==> config.mk <==
export PLATFORM = sky130hd
export DESIGN_NAME = quad_ddc_1b
export DESIGN_NICKNAME = d
export VERILOG_FILES = /design/src/rtl/quad_ddc_pkg.sv /design/src/rtl/ddc_lo_mixer.sv /design/src/rtl/ddc_block_ctrl.sv /design/src/rtl/ddc_int_dump.sv /design/src/rtl/ddc_smooth2.sv /design/src/rtl/quad_ddc_1b.sv
export SDC_FILE = /design/constraint.sdc
export NUM_CORES = 1
export LEC_CHECK = 0
export BUFFER_PORTS_ARGS = -buffer_cell sky130_fd_sc_hd__buf_2
export CAP_MARGIN = 20
export CORE_MARGIN = 8
export CORE_UTILIZATION = 50
export DETAILED_ROUTE_END_ITERATION = 16
export PLACE_DENSITY = 0.66
export SYNTH_ARGS = -nofsm -noshare
export SYNTH_HDL_FRONTEND = slang
export SYNTH_SLANG_ARGS = --single-unit
==> constraint.sdc <==
create_clock -name clk -period 10.41 [get_ports clk]
set_clock_uncertainty 0.15 [all_clocks]
set_input_delay 0.5205 -clock clk [delete_from_list [all_inputs] [get_ports clk]]
set_output_delay 0.5205 -clock clk [all_outputs]
set_load 0.1 [all_outputs]
==> src/rtl/quad_ddc_pkg.sv <==
package quad_ddc_pkg;
    localparam int SEL_W     = 2;
    localparam int RATIO_W   = 6;
    localparam int CNT_W     = RATIO_W - 1;
    localparam int PH_W      = 3;
    localparam int MAX_RATIO = 32;
    localparam int NUM_BR    = 2;

    // decimation ratio from the select field: 4, 8, 16, 32
    function automatic logic [RATIO_W-1:0] ratio_of(input logic [SEL_W-1:0] sel);
        return RATIO_W'(4) << sel;
    endfunction
endpackage

==> src/rtl/ddc_lo_mixer.sv <==
module ddc_lo_mixer
    import quad_ddc_pkg::*;
(
    input  logic              clk,
    input  logic              rst_n,
    input  logic              in_valid,
    input  logic              in_bit,
    output logic [NUM_BR-1:0] prod_pos
);
    logic [PH_W-1:0] phase_d, phase_q;
    logic            lo_i, lo_q;

    always_comb begin
        phase_d = phase_q;
        if (in_valid) phase_d = phase_q + PH_W'(1);
        // in-phase: high for the first half period
        lo_i = ~phase_q[2];
        // quadrature: high on phases 0,1,6,7
        lo_q = ~(phase_q[2] ^ phase_q[1]);
        prod_pos[0] = ~(in_bit ^ lo_i);
        prod_pos[1] = ~(in_bit ^ lo_q);
    end

    always_ff @(posedge clk) begin
        if (!rst_n) phase_q <= '0;
        else        phase_q <= phase_d;
    end
endmodule

==> src/rtl/ddc_block_ctrl.sv <==
module ddc_block_ctrl
    import quad_ddc_pkg::*;
(
    input  logic             clk,
    input  logic             rst_n,
    input  logic             in_valid,
    input  logic [SEL_W-1:0] dec_sel,
    output logic             blk_end
);
    typedef struct packed {
        logic [CNT_W-1:0] cnt;
        logic [SEL_W-1:0] sel;
    } ctrl_t;

    ctrl_t ctl_d, ctl_q;
    logic  last;

    always_comb begin
        ctl_d   = ctl_q;
        last    = (ctl_q.cnt == CNT_W'(ratio_of(ctl_q.sel) - 1'b1));
        blk_end = in_valid && last;
        if (in_valid) begin
            if (last) begin
                ctl_d.cnt = '0;
                ctl_d.sel = dec_sel;
            end else begin
                ctl_d.cnt = ctl_q.cnt + CNT_W'(1);
            end
        end
    end

    always_ff @(posedge clk) begin
        if (!rst_n) begin
            ctl_q.cnt <= '0;
            ctl_q.sel <= dec_sel;
        end else begin
            ctl_q <= ctl_d;
        end
    end
endmodule

==> src/rtl/ddc_int_dump.sv <==
module ddc_int_dump #(
    parameter int W = 8
) (
    input  logic         clk,
    input  logic         rst_n,
    input  logic         in_valid,
    input  logic         prod_pos,
    input  logic         blk_end,
    output logic [W-1:0] blk_sum
);
    typedef struct packed {
        logic [W-1:0] acc;
        logic [W-1:0] mark;
    } s1_t;

    s1_t          s1_d, s1_q;
    logic [W-1:0] acc_nx;

    always_comb begin
        s1_d    = s1_q;
        acc_nx  = prod_pos ? s1_q.acc + W'(1) : s1_q.acc - W'(1);
        blk_sum = acc_nx - s1_q.mark;
        if (in_valid) s1_d.acc  = acc_nx;
        if (blk_end)  s1_d.mark = acc_nx;
    end

    always_ff @(posedge clk) begin
        if (!rst_n) s1_q <= '0;
        else        s1_q <= s1_d;
    end
endmodule

==> src/rtl/ddc_smooth2.sv <==
module ddc_smooth2 #(
    parameter int IN_W = 8,
    parameter int W    = 15
) (
    input  logic            clk,
    input  logic            rst_n,
    input  logic            blk_end,
    input  logic [IN_W-1:0] blk_sum,
    output logic [W-1:0]    y
);
    localparam int DLY = 2;

    typedef struct packed {
        logic [W-1:0]          int1;
        logic [W-1:0]          int2;
        logic [DLY-1:0][W-1:0] hist2;
        logic [DLY-1:0][W-1:0] hist1;
    } s2_t;

    s2_t          s2_d, s2_q;
    logic [W-1:0] x, i1_nx, i2_nx, c1;

    always_comb begin
        s2_d  = s2_q;
        x     = {{(W-IN_W){blk_sum[IN_W-1]}}, blk_sum};
        i1_nx = s2_q.int1 + x;
        i2_nx = s2_q.int2 + i1_nx;
        c1    = i2_nx - s2_q.hist2[DLY-1];
        y     = c1 - s2_q.hist1[DLY-1];
        if (blk_end) begin
            s2_d.int1 = i1_nx;
            s2_d.int2 = i2_nx;
            for (int k = DLY - 1; k > 0; k--) begin
                s2_d.hist2[k] = s2_q.hist2[k-1];
                s2_d.hist1[k] = s2_q.hist1[k-1];
            end
            s2_d.hist2[0] = i2_nx;
            s2_d.hist1[0] = c1;
        end
    end

    always_ff @(posedge clk) begin
        if (!rst_n) s2_q <= '0;
        else        s2_q <= s2_d;
    end
endmodule

==> src/rtl/quad_ddc_1b.sv <==
module quad_ddc_1b
    import quad_ddc_pkg::*;
#(
    parameter int S1_W = 8,
    parameter int S2_W = 15
) (
    input  logic             clk,
    input  logic             rst_n,
    input  logic             in_bit,
    input  logic             in_valid,
    input  logic [SEL_W-1:0] dec_sel,
    output logic [S2_W-1:0]  i_out,
    output logic [S2_W-1:0]  q_out,
    output logic             out_valid
);
    typedef struct packed {
        logic            valid;
        logic [S2_W-1:0] i;
        logic [S2_W-1:0] q;
    } out_t;

    logic [NUM_BR-1:0] prod_pos;
    logic              blk_end;
    logic [S1_W-1:0]   bsum [NUM_BR];
    logic [S2_W-1:0]   ybr  [NUM_BR];
    out_t              out_d, out_q;

    ddc_lo_mixer u_mix (
        .clk      (clk),
        .rst_n    (rst_n),
        .in_valid (in_valid),
        .in_bit   (in_bit),
        .prod_pos (prod_pos)
    );

    ddc_block_ctrl u_ctl (
        .clk      (clk),
        .rst_n    (rst_n),
        .in_valid (in_valid),
        .dec_sel  (dec_sel),
        .blk_end  (blk_end)
    );

    for (genvar b = 0; b < NUM_BR; b++) begin : g_branch
        ddc_int_dump #(.W(S1_W)) u_s1 (
            .clk      (clk),
            .rst_n    (rst_n),
            .in_valid (in_valid),
            .prod_pos (prod_pos[b]),
            .blk_end  (blk_end),
            .blk_sum  (bsum[b])
        );
        ddc_smooth2 #(.IN_W(S1_W), .W(S2_W)) u_s2 (
            .clk     (clk),
            .rst_n   (rst_n),
            .blk_end (blk_end),
            .blk_sum (bsum[b]),
            .y       (ybr[b])
        );
    end

    always_comb begin
        out_d       = out_q;
        out_d.valid = blk_end;
        if (blk_end) begin
            out_d.i = ybr[0];
            out_d.q = ybr[1];
        end
    end

    always_ff @(posedge clk) begin
        if (!rst_n) out_q <= '0;
        else        out_q <= out_d;
    end

    assign i_out     = out_q.i;
    assign q_out     = out_q.q;
    assign out_valid = out_q.valid;
endmodule

# [After elaboration in Yosys (flattened, before gate mapping)]
# Cells that the tools add are included.
[totals] wordCells=54 inputBits=6 reg_bits=223 out_inout_bits=31
[op_classes] n_shift=1 add_sub_neg=17 bitwise=5 n_reduce_logical=2 n_eq_ne=3 mux=6
[ops] operator="adder 15 bit" n=4
[ops] operator="subtractor 15 bit" n=4
[ops] operator="adder 8 x 1 -> 8 bit, second input constant" n=2
[ops] operator="two-way mux 8 bit" n=2
[ops] operator="subtractor 8 x 1 -> 8 bit, second input constant" n=2
[ops] operator="subtractor 8 bit" n=2
[ops] operator="two-way mux 2 bit" n=3
[ops] operator="adder 5 x 1 -> 5 bit, second input constant" n=1
[ops] operator="== test 5 bit" n=1
[ops] operator="two-way mux 5 bit" n=1
[ops] operator="left shift 3 x 2 -> 5 bit, first input constant" n=1
[ops] operator="subtractor 5 x 1 -> 5 bit, second input constant" n=1
[ops] operator="inequality test 2 x 1 -> 1 bit, second input constant" n=2
[ops] operator="adder 3 x 1 -> 3 bit, second input constant" n=1
[ops] operator="bitwise XOR 1 bit" n=3
[ops] operator="NOT 1 bit" n=2
[ops] operator="AND reduction 2 bit" n=1
[ops] operator="logical AND 1 bit" n=1

# [Longest topological paths before layout]
# Gate-level depths: netlist (run 1).
[logic_depth] depth_word=9 depth_mapped=40 mapped_depth_nobuf=40

# [By module]
# From an unflattened synthesis (run 1), not the netlist that was laid out.
[hier_totals] cells_unflattened=1664 hier_area_um2=14790.4
[by_module_without_submodules] mod="ddc_smooth2 (g_branch[0].u_s2)" cells_each=618 area_per_inst_um2=5341.4 n_inst=1 seq_area_each_um2=1501.4
[by_module_without_submodules] mod="ddc_smooth2 (g_branch[1].u_s2)" cells_each=601 area_per_inst_um2=5165.0 n_inst=1 seq_area_each_um2=1501.4
[by_module_without_submodules] mod="ddc_int_dump (g_branch[1].u_s1)" cells_each=149 area_per_inst_um2=1306.3 n_inst=1 seq_area_each_um2=320.3
[by_module_without_submodules] mod="ddc_int_dump (g_branch[0].u_s1)" cells_each=149 area_per_inst_um2=1286.2 n_inst=1 seq_area_each_um2=320.3
[by_module_without_submodules] mod="quad_ddc_1b" cells_each=99 area_per_inst_um2=1197.4 n_inst=1 seq_area_each_um2=620.6
[by_module_without_submodules] mod="ddc_block_ctrl" cells_each=35 area_per_inst_um2=347.8 n_inst=1 seq_area_each_um2=160.2
[by_module_without_submodules] mod="ddc_lo_mixer" cells_each=13 area_per_inst_um2=146.4 n_inst=1 seq_area_each_um2=60.1

# [Least setup slack after synthesis (run 1)]
# No wires, ideal clock.
[synth_timing] kind="input port to flip-flop" from="input in_bit" to="register out_q, in the netlist i_out[14]" required_time_ns=10.127 path_buffers=0 setup_slack_ns=2.970 setup_time_ns=0.133 t_arrival_ns=7.157 stages=38 path_cell_list="xor2_2 > inv_1 > ha_1 > a21o_1 > a211oi_1 > o21bai_1 > xor2_1 > ha_1 > o21ai_0 > nand2b_1 > o41ai_1 > xor2_1 > xnor2_2 > inv_1 > ha_1 > a21oi_1 > o21ai_0 > a21oi_1 > (+2 left out) > and3_1 > a21oi_1 > o211ai_1 > a21oi_1 > xnor2_1 > ha_1 > or2_2 > o31a_1 > o21ai_1 > xnor2_1 > ha_1 > a21oi_1 > nand2_1 > o21ai_0 > a31oi_1 > xor2_1 > xnor2_1 > a21oi_1"
[synth_via] elab_chain_cells=7
[synth_lines] item="from (decl)" line="quad_ddc_1b.sv:9" text="input logic in_bit,"
[synth_lines] item="bitwise XOR 1 bit" line="ddc_lo_mixer.sv:20" text="prod_pos[0] = ~(in_bit ^ lo_i);"
[synth_lines] item="two-way mux 8 bit" line="ddc_int_dump.sv:21" text="acc_nx = prod_pos ? s1_q.acc + W'(1) : s1_q.acc - W'(1);"
[synth_lines] item="net g_branch[0].u_s1.acc_nx[5]" line="ddc_int_dump.sv:17" text="logic [W-1:0] acc_nx;"
[synth_lines] item="subtractor 8 bit" line="ddc_int_dump.sv:22" text="blk_sum = acc_nx - s1_q.mark;"
[synth_lines] item="adder 15 bit" line="ddc_smooth2.sv:26" text="i1_nx = s2_q.int1 + x;"
[synth_lines] item="net g_branch[0].u_s2.i1_nx[9]" line="ddc_smooth2.sv:21" text="logic [W-1:0] x, i1_nx, i2_nx, c1;"
[synth_lines] item="adder 15 bit" line="ddc_smooth2.sv:27" text="i2_nx = s2_q.int2 + i1_nx;"
[synth_lines] item="net g_branch[0].u_s2.i2_nx[11]" line="ddc_smooth2.sv:21"
[synth_lines] item="subtractor 15 bit" line="ddc_smooth2.sv:28" text="c1 = i2_nx - s2_q.hist2[DLY-1];"
[synth_lines] item="net g_branch[0].u_s2.c1[12]" line="ddc_smooth2.sv:21"
[synth_lines] item="subtractor 15 bit" line="ddc_smooth2.sv:29" text="y = c1 - s2_q.hist1[DLY-1];"
[synth_lines] item="to (signal assigned)" line="quad_ddc_1b.sv:73" text="else out_q <= out_d;"
[synth_lines] item="to (decl)" line="quad_ddc_1b.sv:26" text="out_t out_d, out_q;"
# The timed path passes the listed nets, and every way through them passes these cells.
# A chain may end at the register's enable or synchronous reset.

# [Worst setup path after layout (run 1)]
[layout_timing] from="register u_mix.phase_q[2]" to="register out_q, in the netlist i_out[14]"
[layout_via] elab_chain_cells=8
[layout_lines] item="from (decl)" line="ddc_lo_mixer.sv:10" text="logic [PH_W-1:0] phase_d, phase_q;"
[layout_lines] item="from (signal assigned)" line="ddc_lo_mixer.sv:26" text="else phase_q <= phase_d;"
[layout_lines] item="NOT 1 bit" line="ddc_lo_mixer.sv:17" text="lo_i = ~phase_q[2];"
[layout_lines] item="bitwise XOR 1 bit" line="ddc_lo_mixer.sv:20"
[layout_lines] item="two-way mux 8 bit" line="ddc_int_dump.sv:21"
[layout_lines] item="net g_branch[0].u_s1.acc_nx[6]" line="ddc_int_dump.sv:17"
[layout_lines] item="subtractor 8 bit" line="ddc_int_dump.sv:22"
[layout_lines] item="adder 15 bit" line="ddc_smooth2.sv:26"
[layout_lines] item="net g_branch[0].u_s2.i1_nx[9]" line="ddc_smooth2.sv:21"
[layout_lines] item="adder 15 bit" line="ddc_smooth2.sv:27"
[layout_lines] item="net g_branch[0].u_s2.i2_nx[11]" line="ddc_smooth2.sv:21"
[layout_lines] item="subtractor 15 bit" line="ddc_smooth2.sv:28"
[layout_lines] item="net g_branch[0].u_s2.c1[12]" line="ddc_smooth2.sv:21"
[layout_lines] item="subtractor 15 bit" line="ddc_smooth2.sv:29"
# The timed path passes the listed nets, and every way through them passes these cells.

==> results.yml, run 1 <==
logic_synthesis:
  synth.distinct_cells: 57
  postSynth.asyncResetShare: 0
  seq_area_frac_synth: 0.3276
  ys_ff_latch: 223
  synth_cells: 1744
  synth_edf_count: 2
  yosys_most_used_dff: "dfxtp_1"
  synth_fp_nets: 1903
  syn_area_sq_um: 13690
  ys.warnings.count: 0
  avgSynthCellArea_sq_um: 7.849
worst_setup_path:
  endpoint_kind: "register"
  crit_slowest_cell: "o41ai_1"
  critical-path-top-delay-family: "compound AO/OA/AOI/OAI gates"
  crit_fanout: 7
  cp.depth: 37
  start_kind: "register"
  path_buf_inv: 2
  cp.arrival_ps: 8500
  required_ps: 10630
  slowest_delay_ps: 460
  cpMostUsedCell: "a21oi_1"
  criticalPathCategory: "register to register"
  timing.reg2reg.worst_path_depth: 37
layout:
  diodes: 0
  nets: 1908
  final_cells: 2109
  area_growth_syn_to_layout_pct: 9.981
  drive_gt1_frac: 0.05713
  design_area_sq_um: 15060
route:
  vias_per_cell: 5.232
  final_antenna_net_count: 0
  detail_route.wl_per_cell_um: 13.09
  drt_pass1_iterations: 5
  drc_errors: 0
  vias: 11040
  wirelength_mm: 27.61
  drt_iter0_markers: 543
sta:
  fin_setup_tns_ps: 0
  period_share: 0.7958
  tightest_slew_ps: 1066
  rsz0062_at_grt: "no"
  finalCriticalPeriod_ps: 8285
  final-setup-viol-count: 0
  hold_violations: 0
  clock.fmax_mhz: 120.7
  slew_violations: 0
  relSlewSlack: 0.2891
run_status:
  status: "finished clean"
global_route:
  grt_pass1_wl_mm: 48.37
  overflow: 0
  grt_use_total: 0.1675
  antenna_found_initial: 0
  grt_max_degree: 101
  grt_pass1_vias: 10440
clock_tree:
  clk_latency_ps: 530
  cts_resized: 0
  clock_path_buffers: 3
  path_clk_slew_ps: 60
  cts_setup_buffers: 0
  cts_tree: "done"
  cts_max_level: 1
  cts_root_buf: "clkbuf_16"
  ctsHoldBuffers: 0
  cts.sinks: 223
  cts-buffers-inserted: 26
place:
  numPortBuffers: 36
  dp.cells: 2062
  globalplace.congestion: 0.7815
  placed_area_sq_um: 14120
  place.detailed.hpwl_mm: 19.08
job:
  max_cap_violations: 0
floorplanning:
  ios: 37
  dieArea_sq_um: 32930
  core_area_sq_um: 26950
  die_h_um: 181.5
  initial_utilization: 0.5079
  die_width_um: 181.5
  num_rows: 60
worst_hold_path:
  hp-class: "input port to register"
  hold_depth: 1
[kinds of logic after synthesis]
family          synth area share
simple gates              0.1780
compound gates            0.1916
flops                     0.3276
buf+inv                  0.05758
fa+ha+maj                 0.1464
xor+xnor                 0.08793
mux                      0.01097
[synth_stat cells, drive strengths merged, types with 10 or more instances]
library cell	n	share of area
nor2b	17	0.0078
or3	14	0.0064
dfxtp	221	0.32
inv	145	0.040
clkbuf	56	0.015
mux2i	15	0.011
nand2	340	0.093
o21bai	22	0.012
nor3	32	0.012
a22o	11	0.0070
o21ai	65	0.024
nor2	121	0.033
nand3	19	0.0069
a21oi	215	0.079
a21boi	10	0.0055
fa	12	0.018
ha	141	0.13
a21o	20	0.011
a211oi	27	0.015
a31oi	13	0.0059
xnor2	95	0.064
xor2	32	0.021
[through the flow]
stage / utilization / setup WS, ps / hold WS (ps)
after detailed placement: 0.5240 / 1928 / 291.8
after CTS: 0.5586 / 2093 / 13.67
final: 0.5586 / 2125 / 35.37
after global routing: 0.5586 / 1239 / 17.58
after global placement: 0.5240 / 2099 / 284.1
after floorplan: - / 2970 / 282.1
[sequential cells by signal, summed over array words and instances, names as in the netlist]
register            cells
u_ctl.ctl_q             7
g_branch.u_s1.s1_q     32
q_out                  15
u_mix.phase_q           3
g_branch.u_s2.s2_q    150
i_out                  15
out_valid               1
[cell type report]
type | instances | area [sq um]
multi-input cells | 1311 | 8438
flip-flops and latches | 223 | 4484
repair buffers | 42 | 225.2
clock inverters | 11 | 182.7
fillers | 2521 | 11900
clock buffers | 36 | 749.5
well taps | 341 | 426.7
inverters | 145 | 549.3
[cell usage in the layout, fill, tap and decap left out, drive strengths merged, types with 19 or more instances in the layout]
| cell | netlist | routed |
|---|---|---|
| nand2 | 340 | 340 |
| dfxtp | 221 | 221 |
| a21oi | 215 | 215 |
| inv | 145 | 145 |
| ha | 141 | 141 |
| nor2 | 121 | 121 |
| xnor2 | 95 | 95 |
| o21ai | 65 | 65 |
| buf | 9 | 42 |
| clkbuf | 56 | 36 |
| nor3 | 32 | 32 |
| xor2 | 32 | 32 |
| a211oi | 27 | 27 |
| o21bai | 22 | 22 |
| a21o | 20 | 20 |
| nand3 | 19 | 19 |
[layer usage]
layer / GRT usage / share of wire / vias up
li1: - / - / 5910
met1: 0.2246 / 0.51 / 4979
met2: 0.2808 / 0.44 / 116
met3: 0.02754 / 0.038 / 30
met4: 0.03280 / 0.013 / 0
met5: 0 / 0 / -
[worst reg2reg max path: cells and delay by family (launching register included)]
family / cells / cell delay, ps
AND/OR/NAND/NOR: 3 / 550
XOR/XNOR: 9 / 1780
adder cells (fa/ha/maj): 6 / 1940
AO/OA/AOI/OAI: 17 / 2980
buffers and inverters: 2 / 380
flip-flops: 1 / 390
[path summary, 6_finish.rpt]
check                                 from                       end  slack, ps
min                             dec_sel[0]  u_ctl.ctl_q[0]$_DFFE_PP_         40
max          u_mix.phase_q[2]$_SDFFE_PN0P_    i_out[14]$_SDFFE_PN0P_       2130
min reg2reg          i_out[6]$_SDFFE_PN0P_     i_out[6]$_SDFFE_PN0P_        290
max reg2reg  u_mix.phase_q[2]$_SDFFE_PN0P_    i_out[14]$_SDFFE_PN0P_       2130
Power of run 1 is not shown: default switching activity piles up to over one toggle a cycle in this logic, so the estimate is an artifact.
==> run 2, diff against run 1 <==
--- a/config.mk
+++ b/config.mk
@@ -5,6 +5,7 @@
 export SDC_FILE = /design/constraint.sdc
 export NUM_CORES = 1
 export LEC_CHECK = 0
+export ABC_AREA = 1
 export BUFFER_PORTS_ARGS = -buffer_cell sky130_fd_sc_hd__buf_2
 export CAP_MARGIN = 20
 export CORE_MARGIN = 8
==> constraint.sdc (replaced) <==
create_clock -name clk -period 8.64 [get_ports clk]
set_clock_uncertainty 0.15 [all_clocks]
set_input_delay 0.432 -clock clk [delete_from_list [all_inputs] [get_ports clk]]
set_output_delay 0.432 -clock clk [all_outputs]
set_load 0.1 [all_outputs]
==> results.yml, run 2 <==
place:
  globalplace.congestion: 0.8387
  dp.cells: 2072
  placed_area_sq_um: 13720
  numPortBuffers: 36
  place.detailed.hpwl_mm: 19.83
  place_ws_ps: 144.2
power:
  power.share.combinational: 0.641
  switching_share: 0.4793
  pwr-share-clk: 0.183
  switchingPower_w: 0.002912
  power_leakage_nw: 6.636
  cellPowerDensity_nw_per_um2: 414.1
  seq_power_share: 0.175
  p_int_w: 0.003164
  ir_drop_mv: 0.3469
worst_setup_path:
  required_ps: 8910
  crit_fanout: 8
  crit_path_end: "i_out[14]$_SDFFE_PN0P_"
  reg2reg_slack_ps: 770
  r2r-end: "i_out[14]$_SDFFE_PN0P_"
  crit_slowest_cell: "ha_1"
  cpMostUsedCell: "nand2_1"
  cp-startpoint: "u_mix.phase_q[2]$_SDFFE_PN0P_"
  endpoint_kind: "register"
  start_kind: "register"
  timing.reg2reg.worst_path_depth: 42
  slowest_delay_ps: 390
  criticalPathCategory: "register to register"
  cp.arrival_ps: 8150
  worstReg2RegStart: "u_mix.phase_q[2]$_SDFFE_PN0P_"
route:
  drc_errors: 0
  vias: 11030
  vias_per_cell: 5.191
  drt_iter0_markers: 480
  detail_route.wl_per_cell_um: 13.28
  wirelength_mm: 28.21
  final_antenna_net_count: 0
  drt_pass1_iterations: 4
logic_synthesis:
  synth_fp_nets: 1903
  synth_edf_count: 2
  yosysTopAreaCell: "dfxtp_1"
  synth_area_leaders: "dfxtp_1 (33%), ha_1 (13%), nand2_1 (8.5%)"
  postSynth.asyncResetShare: 0
  netlist_top_cells_count: "nand2_1 (301), inv_1 (298), dfxtp_1 (221)"
  seq_area_frac_synth: 0.3382
  synth_top_area_frac: 0.3336
  yosys_most_used_dff: "dfxtp_1"
  ys.warnings.count: 0
  synth.distinct_cells: 45
  avgSynthCellArea_sq_um: 7.603
  synth_most_common_cell: "nand2_1"
  syn_area_sq_um: 13260
  synth_cells: 1744
  ys_ff_latch: 223
floorplanning:
  num_rows: 59
  core_area_sq_um: 26060
  dieArea_sq_um: 31990
  ios: 37
  initial_utilization: 0.5089
  die_h_um: 178.9
  die_width_um: 178.9
layout:
  area_growth_syn_to_layout_pct: 10.67
  top_register: "g_branch.u_s2.s2_q"
  drive_gt1_frac: 0.07881
  largest_reg_flops: 150
  largestRegisters: "g_branch.u_s2.s2_q: 150 flops, g_branch.u_s1.s1_q: 32 flops"
  final.fill_count: 2527
  nets: 1928
  design_area_sq_um: 14680
  layout_common_cells: "inv_1 (298), nand2_1 (298), dfxtp_1 (221)"
  final_cells: 2124
  diodes: 0
clock_tree:
  cts.sinks: 223
  cts-buffers-inserted: 26
  cts_max_level: 1
  clk_latency_ps: 540
  clock_path_buffers: 3
  path_clk_slew_ps: 60
  cts_root_buf: "clkbuf_16"
  cts_tree: "done"
global_route:
  grt_max_degree: 104
  grt_pass1_wl_mm: 47.96
  antenna_found_initial: 0
  overflow: 0
  grt_use_total: 0.1756
  grt_pass1_vias: 10590
sta:
  holdWs_ps: 182.7
  relSlewSlack: 0.2702
  clock.fmax_mhz: 127.0
  setup_slack_ps: 768.2
  final-setup-viol-count: 0
  period_share: 0.9111
  tightest_slew_ps: 1095
  slew_violations: 0
  fin_setup_tns_ps: 0
  finalCriticalPeriod_ps: 7872
  hold_violations: 0
run_status:
  status: "finished clean"
worst_hold_path:
  hp-class: "input port to register"
job:
  max_cap_violations: 0
-- run 2: metal layers --
layer | GRT usage | wire length (um) | up-vias
li1 | - | - | 5844
met1 | 0.2146 | 13060 | 5039
met2 | 0.3157 | 13680 | 101
met3 | 0.02254 | 820 | 42
met4 | 0.05202 | 646 | 0
met5 | 0 | 0 | -
-- run 2: critical path: cells and delay by family (launching register included) --
kind                       cells  cell delay (ps)
and+or+nand+nor               21             2510
buffers and inverters          3              230
adders and majority gates      6             2170
DFF                            1              370
xor gates and xnor gates       4             1000
AOI/OAI and AO/OA              8             1290
-- run 2: area by class of cell --
class | count | area (sq um) | share of cell area
multi-input combinational | 1173 | 7515 | 0.5121
sequential | 223 | 4484 | 0.3056
inverter | 301 | 1131 | 0.07707
clock buffer | 34 | 740.7 | 0.05047
tap | 335 | 419.2 | 0.02856
timing repair buffer | 44 | 245.2 | 0.01671
clock inverter | 14 | 140.1 | 0.009549
-- run 2: metrics by stage --
step / total power (W) / util
after floorplan: 0.004182 / -
after global placement: 0.004877 / 0.5263
after detailed placement: 0.004940 / 0.5263
after CTS: 0.006093 / 0.5609
after global routing: 0.006702 / 0.5632
final: 0.006077 / 0.5632
-- run 2: worst min path at each step --
| stage | cells past startpoint | endpoint | startpoint |
|---|---|---|---|
| 2_1_floorplan | 2 | g_branch[0].u_s2.s2_q[13]$_SDFFE_PN0P_ | g_branch[0].u_s2.s2_q[13]$_SDFFE_PN0P_ |
| 3_3_place_gp | 2 | q_out[5]$_SDFFE_PN0P_ | q_out[5]$_SDFFE_PN0P_ |
| 3_5_place_dp | 2 | q_out[5]$_SDFFE_PN0P_ | q_out[5]$_SDFFE_PN0P_ |
| 4_1_cts | 3 | u_ctl.ctl_q[3]$_SDFFE_PN0P_ | rst_n |
| 5_1_grt | 3 | u_ctl.ctl_q[3]$_SDFFE_PN0P_ | rst_n |
| 6_report | 3 | u_ctl.ctl_q[3]$_SDFFE_PN0P_ | rst_n |
-- run 2: timing repair --
item                                    4_1_cts  5_1_grt
setup buffers                                 0        2
endpoints found under the hold margin         2        0
endpoints found under the setup margin        0        3
gates resized for setup                       0       12
hold buffers                                  2        0
-- run 2: kinds of logic after synthesis --
logic type / synth area share
adders and majority gates: 0.1512
buffers and inverters: 0.09936
and+or+nand+nor: 0.1520
xor gates and xnor gates: 0.06407
AOI/OAI and AO/OA: 0.1952
DFF: 0.3382
-- run 2: power groups by stage --
stage / Clock [W] / Combinational [W] / Sequential, W
after CTS: 0.00115 / 0.00388 / 0.00107
after global placement: 0 / 0.00379 / 0.00109
after global routing: 0.00118 / 0.00445 / 0.00107
after detailed placement: 0 / 0.00385 / 0.00109
after floorplan: 0 / 0.00307 / 0.00111
final: 0.00111 / 0.00390 / 0.00107
(Power assumes the default switching activity.)
==> run 3, diff against run 2 <==
--- a/config.mk
+++ b/config.mk
@@ -5,7 +5,7 @@
 export SDC_FILE = /design/constraint.sdc
 export NUM_CORES = 1
 export LEC_CHECK = 0
-export ABC_AREA = 1
+export ABC_AREA = 0
 export BUFFER_PORTS_ARGS = -buffer_cell sky130_fd_sc_hd__buf_2
 export CAP_MARGIN = 20
 export CORE_MARGIN = 8
==> results.yml, run 3 (synthesized netlist as in run 1, its figures left out) <==
run_status:
  status: "finished clean"
layout:
  layout_common_cells: "nand2_1 (340), dfxtp_1 (220), a21oi_1 (213)"
  largestRegisters: "g_branch.u_s2.s2_q: 150 flops, g_branch.u_s1.s1_q: 32 flops"
  final_cells: 2113
  nets: 1911
  area_growth_syn_to_layout_pct: 10.70
  diodes: 0
  final_common_cell: "nand2_1"
  drive_gt1_frac: 0.06095
  multiInputGateArea_sq_um: 8464
  final.fill_count: 2506
  design_area_sq_um: 15150
  top_register: "g_branch.u_s2.s2_q"
  largest_reg_flops: 150
  seq_area_sq_um: 4486
global_route:
  overflow: 0
  grt_pass1_vias: 10460
  grt_max_degree: 188
  antenna_found_initial: 0
  grt_pass1_wl_mm: 47.59
  grt_use_total: 0.1644
floorplanning:
  initial_utilization: 0.5079
  num_rows: 60
  die_width_um: 181.5
  ios: 37
  dieArea_sq_um: 32930
  core_area_sq_um: 26950
  die_h_um: 181.5
clock_tree:
  clk_latency_ps: 520
  cts.sinks: 223
  clock_path_buffers: 3
  cts_max_level: 1
  cts_root_buf: "clkbuf_16"
  cts_tree: "done"
  cts_setup_buffers: 0
  cts-buffers-inserted: 26
  path_clk_slew_ps: 60
worst_setup_path:
  required_ps: 8850
  cpMostUsedCell: "ha_1"
  timing.reg2reg.worst_path_depth: 38
  reg2reg_slack_ps: 700
  worstReg2RegStart: "u_mix.phase_q[2]$_SDFFE_PN0P_"
  crit_slowest_cell: "dfxtp_2"
  endpoint_kind: "register"
  criticalPathCategory: "register to register"
  start_kind: "register"
  r2r-end: "i_out[14]$_SDFFE_PN0P_"
  crit_fanout: 7
  slowest_delay_ps: 380
  cp.arrival_ps: 8160
sta:
  rsz0062_at_grt: "no"
  clock.fmax_mhz: 125.9
  fin_setup_tns_ps: 0
  period_share: 0.9196
  tightest_slew_ps: 994.5
  finalCriticalPeriod_ps: 7945
  slew_violations: 0
  final-setup-viol-count: 0
  hold_violations: 0
  relSlewSlack: 0.3370
  setup_slack_ps: 695.0
place:
  dp.cells: 2063
  place_ws_ps: 300.5
  globalplace.congestion: 0.8034
  numPortBuffers: 36
  placed_area_sq_um: 14140
  place.detailed.hpwl_mm: 18.87
route:
  top_layer: "met4"
  vias_per_cell: 5.204
  wl_met3_mm: 1.069
  wirelength_mm: 27.25
  met2_length_mm: 12.18
  drt_iter0_markers: 537
  final_antenna_net_count: 0
  detail_route.wl_per_cell_um: 12.90
  drc_errors: 0
  drt_pass1_iterations: 6
  wl_met1_mm: 13.76
  vias: 11000
worst_hold_path:
  hold_depth: 3
  hp-start: "rst_n"
  whs_endpoint: "i_out[14]$_SDFFE_PN0P_"
  hp-class: "input port to register"
job:
  max_cap_violations: 0
==> run 3: cell types whose count changed in the layout (fill, tap and decap cells not counted), sizes merged, moves of 19 or more <==
cell,delta
inv,-156
o21bai,+19
xor2,-34
nand3,-56
nor3,+25
o22ai,-82
xnor2,+64
a211oi,+22
nor2,+58
a21oi,+86
o21ai,-87
==> run 3: timing repair <==
item,4_1_cts,5_1_grt
endpoints found under the hold margin,2,0
hold buffers,2,0
resized for setup,0,6
setup endpoints to repair,0,2
==> run 3: stage by stage <==
stage | hold WS, ps | util
finish | 80.59 | 0.5623
global route | 77.69 | 0.5623
CTS | 56.32 | 0.5613
detailed placement | 291.5 | 0.5248
global placement | 284.2 | 0.5248
floorplan | 282.1 | -
==> run 3: final cells by class <==
class	instances	area share
timing repair buffer	45	0.01750
clock buffer	39	0.05218
multi-input combinational	1311	0.5585
sequential	223	0.2960
tap	341	0.02815
clock inverter	9	0.01139
inverter	145	0.03625
==> run 3: how the worst max path moves through the flow <==
stage	start	endpoint	slack [ps]	depth (start not counted)
2_1_floorplan	in_bit	i_out[14]$_SDFFE_PN0P_	1290	38
3_3_place_gp	in_bit	i_out[14]$_SDFFE_PN0P_	560	39
3_5_place_dp	in_bit	i_out[14]$_SDFFE_PN0P_	300	38
4_1_cts	u_mix.phase_q[2]$_SDFFE_PN0P_	i_out[14]$_SDFFE_PN0P_	370	37
5_1_grt	u_mix.phase_q[2]$_SDFFE_PN0P_	i_out[14]$_SDFFE_PN0P_	40	38
6_report	u_mix.phase_q[2]$_SDFFE_PN0P_	i_out[14]$_SDFFE_PN0P_	700	38
==> run 3: critical path, delay by kind of cell, from the launching register on <==
family / cells / cell delay (ps)
buffers and inverters: 2 / 310
AO/OA/AOI/OAI: 17 / 2560
AND/OR/NAND/NOR: 4 / 610
XOR/XNOR: 9 / 1810
flip-flops: 1 / 380
adder cells (fa/ha/maj): 6 / 1940
==> run 3: layer usage <==
metal,vias to the layer above,global-route usage
li1,5913,-
met1,4926,0.2163
met2,138,0.2820
met3,20,0.02595
met4,0,0.03083
met5,-,0
Power of run 3 is left out for the same reason.
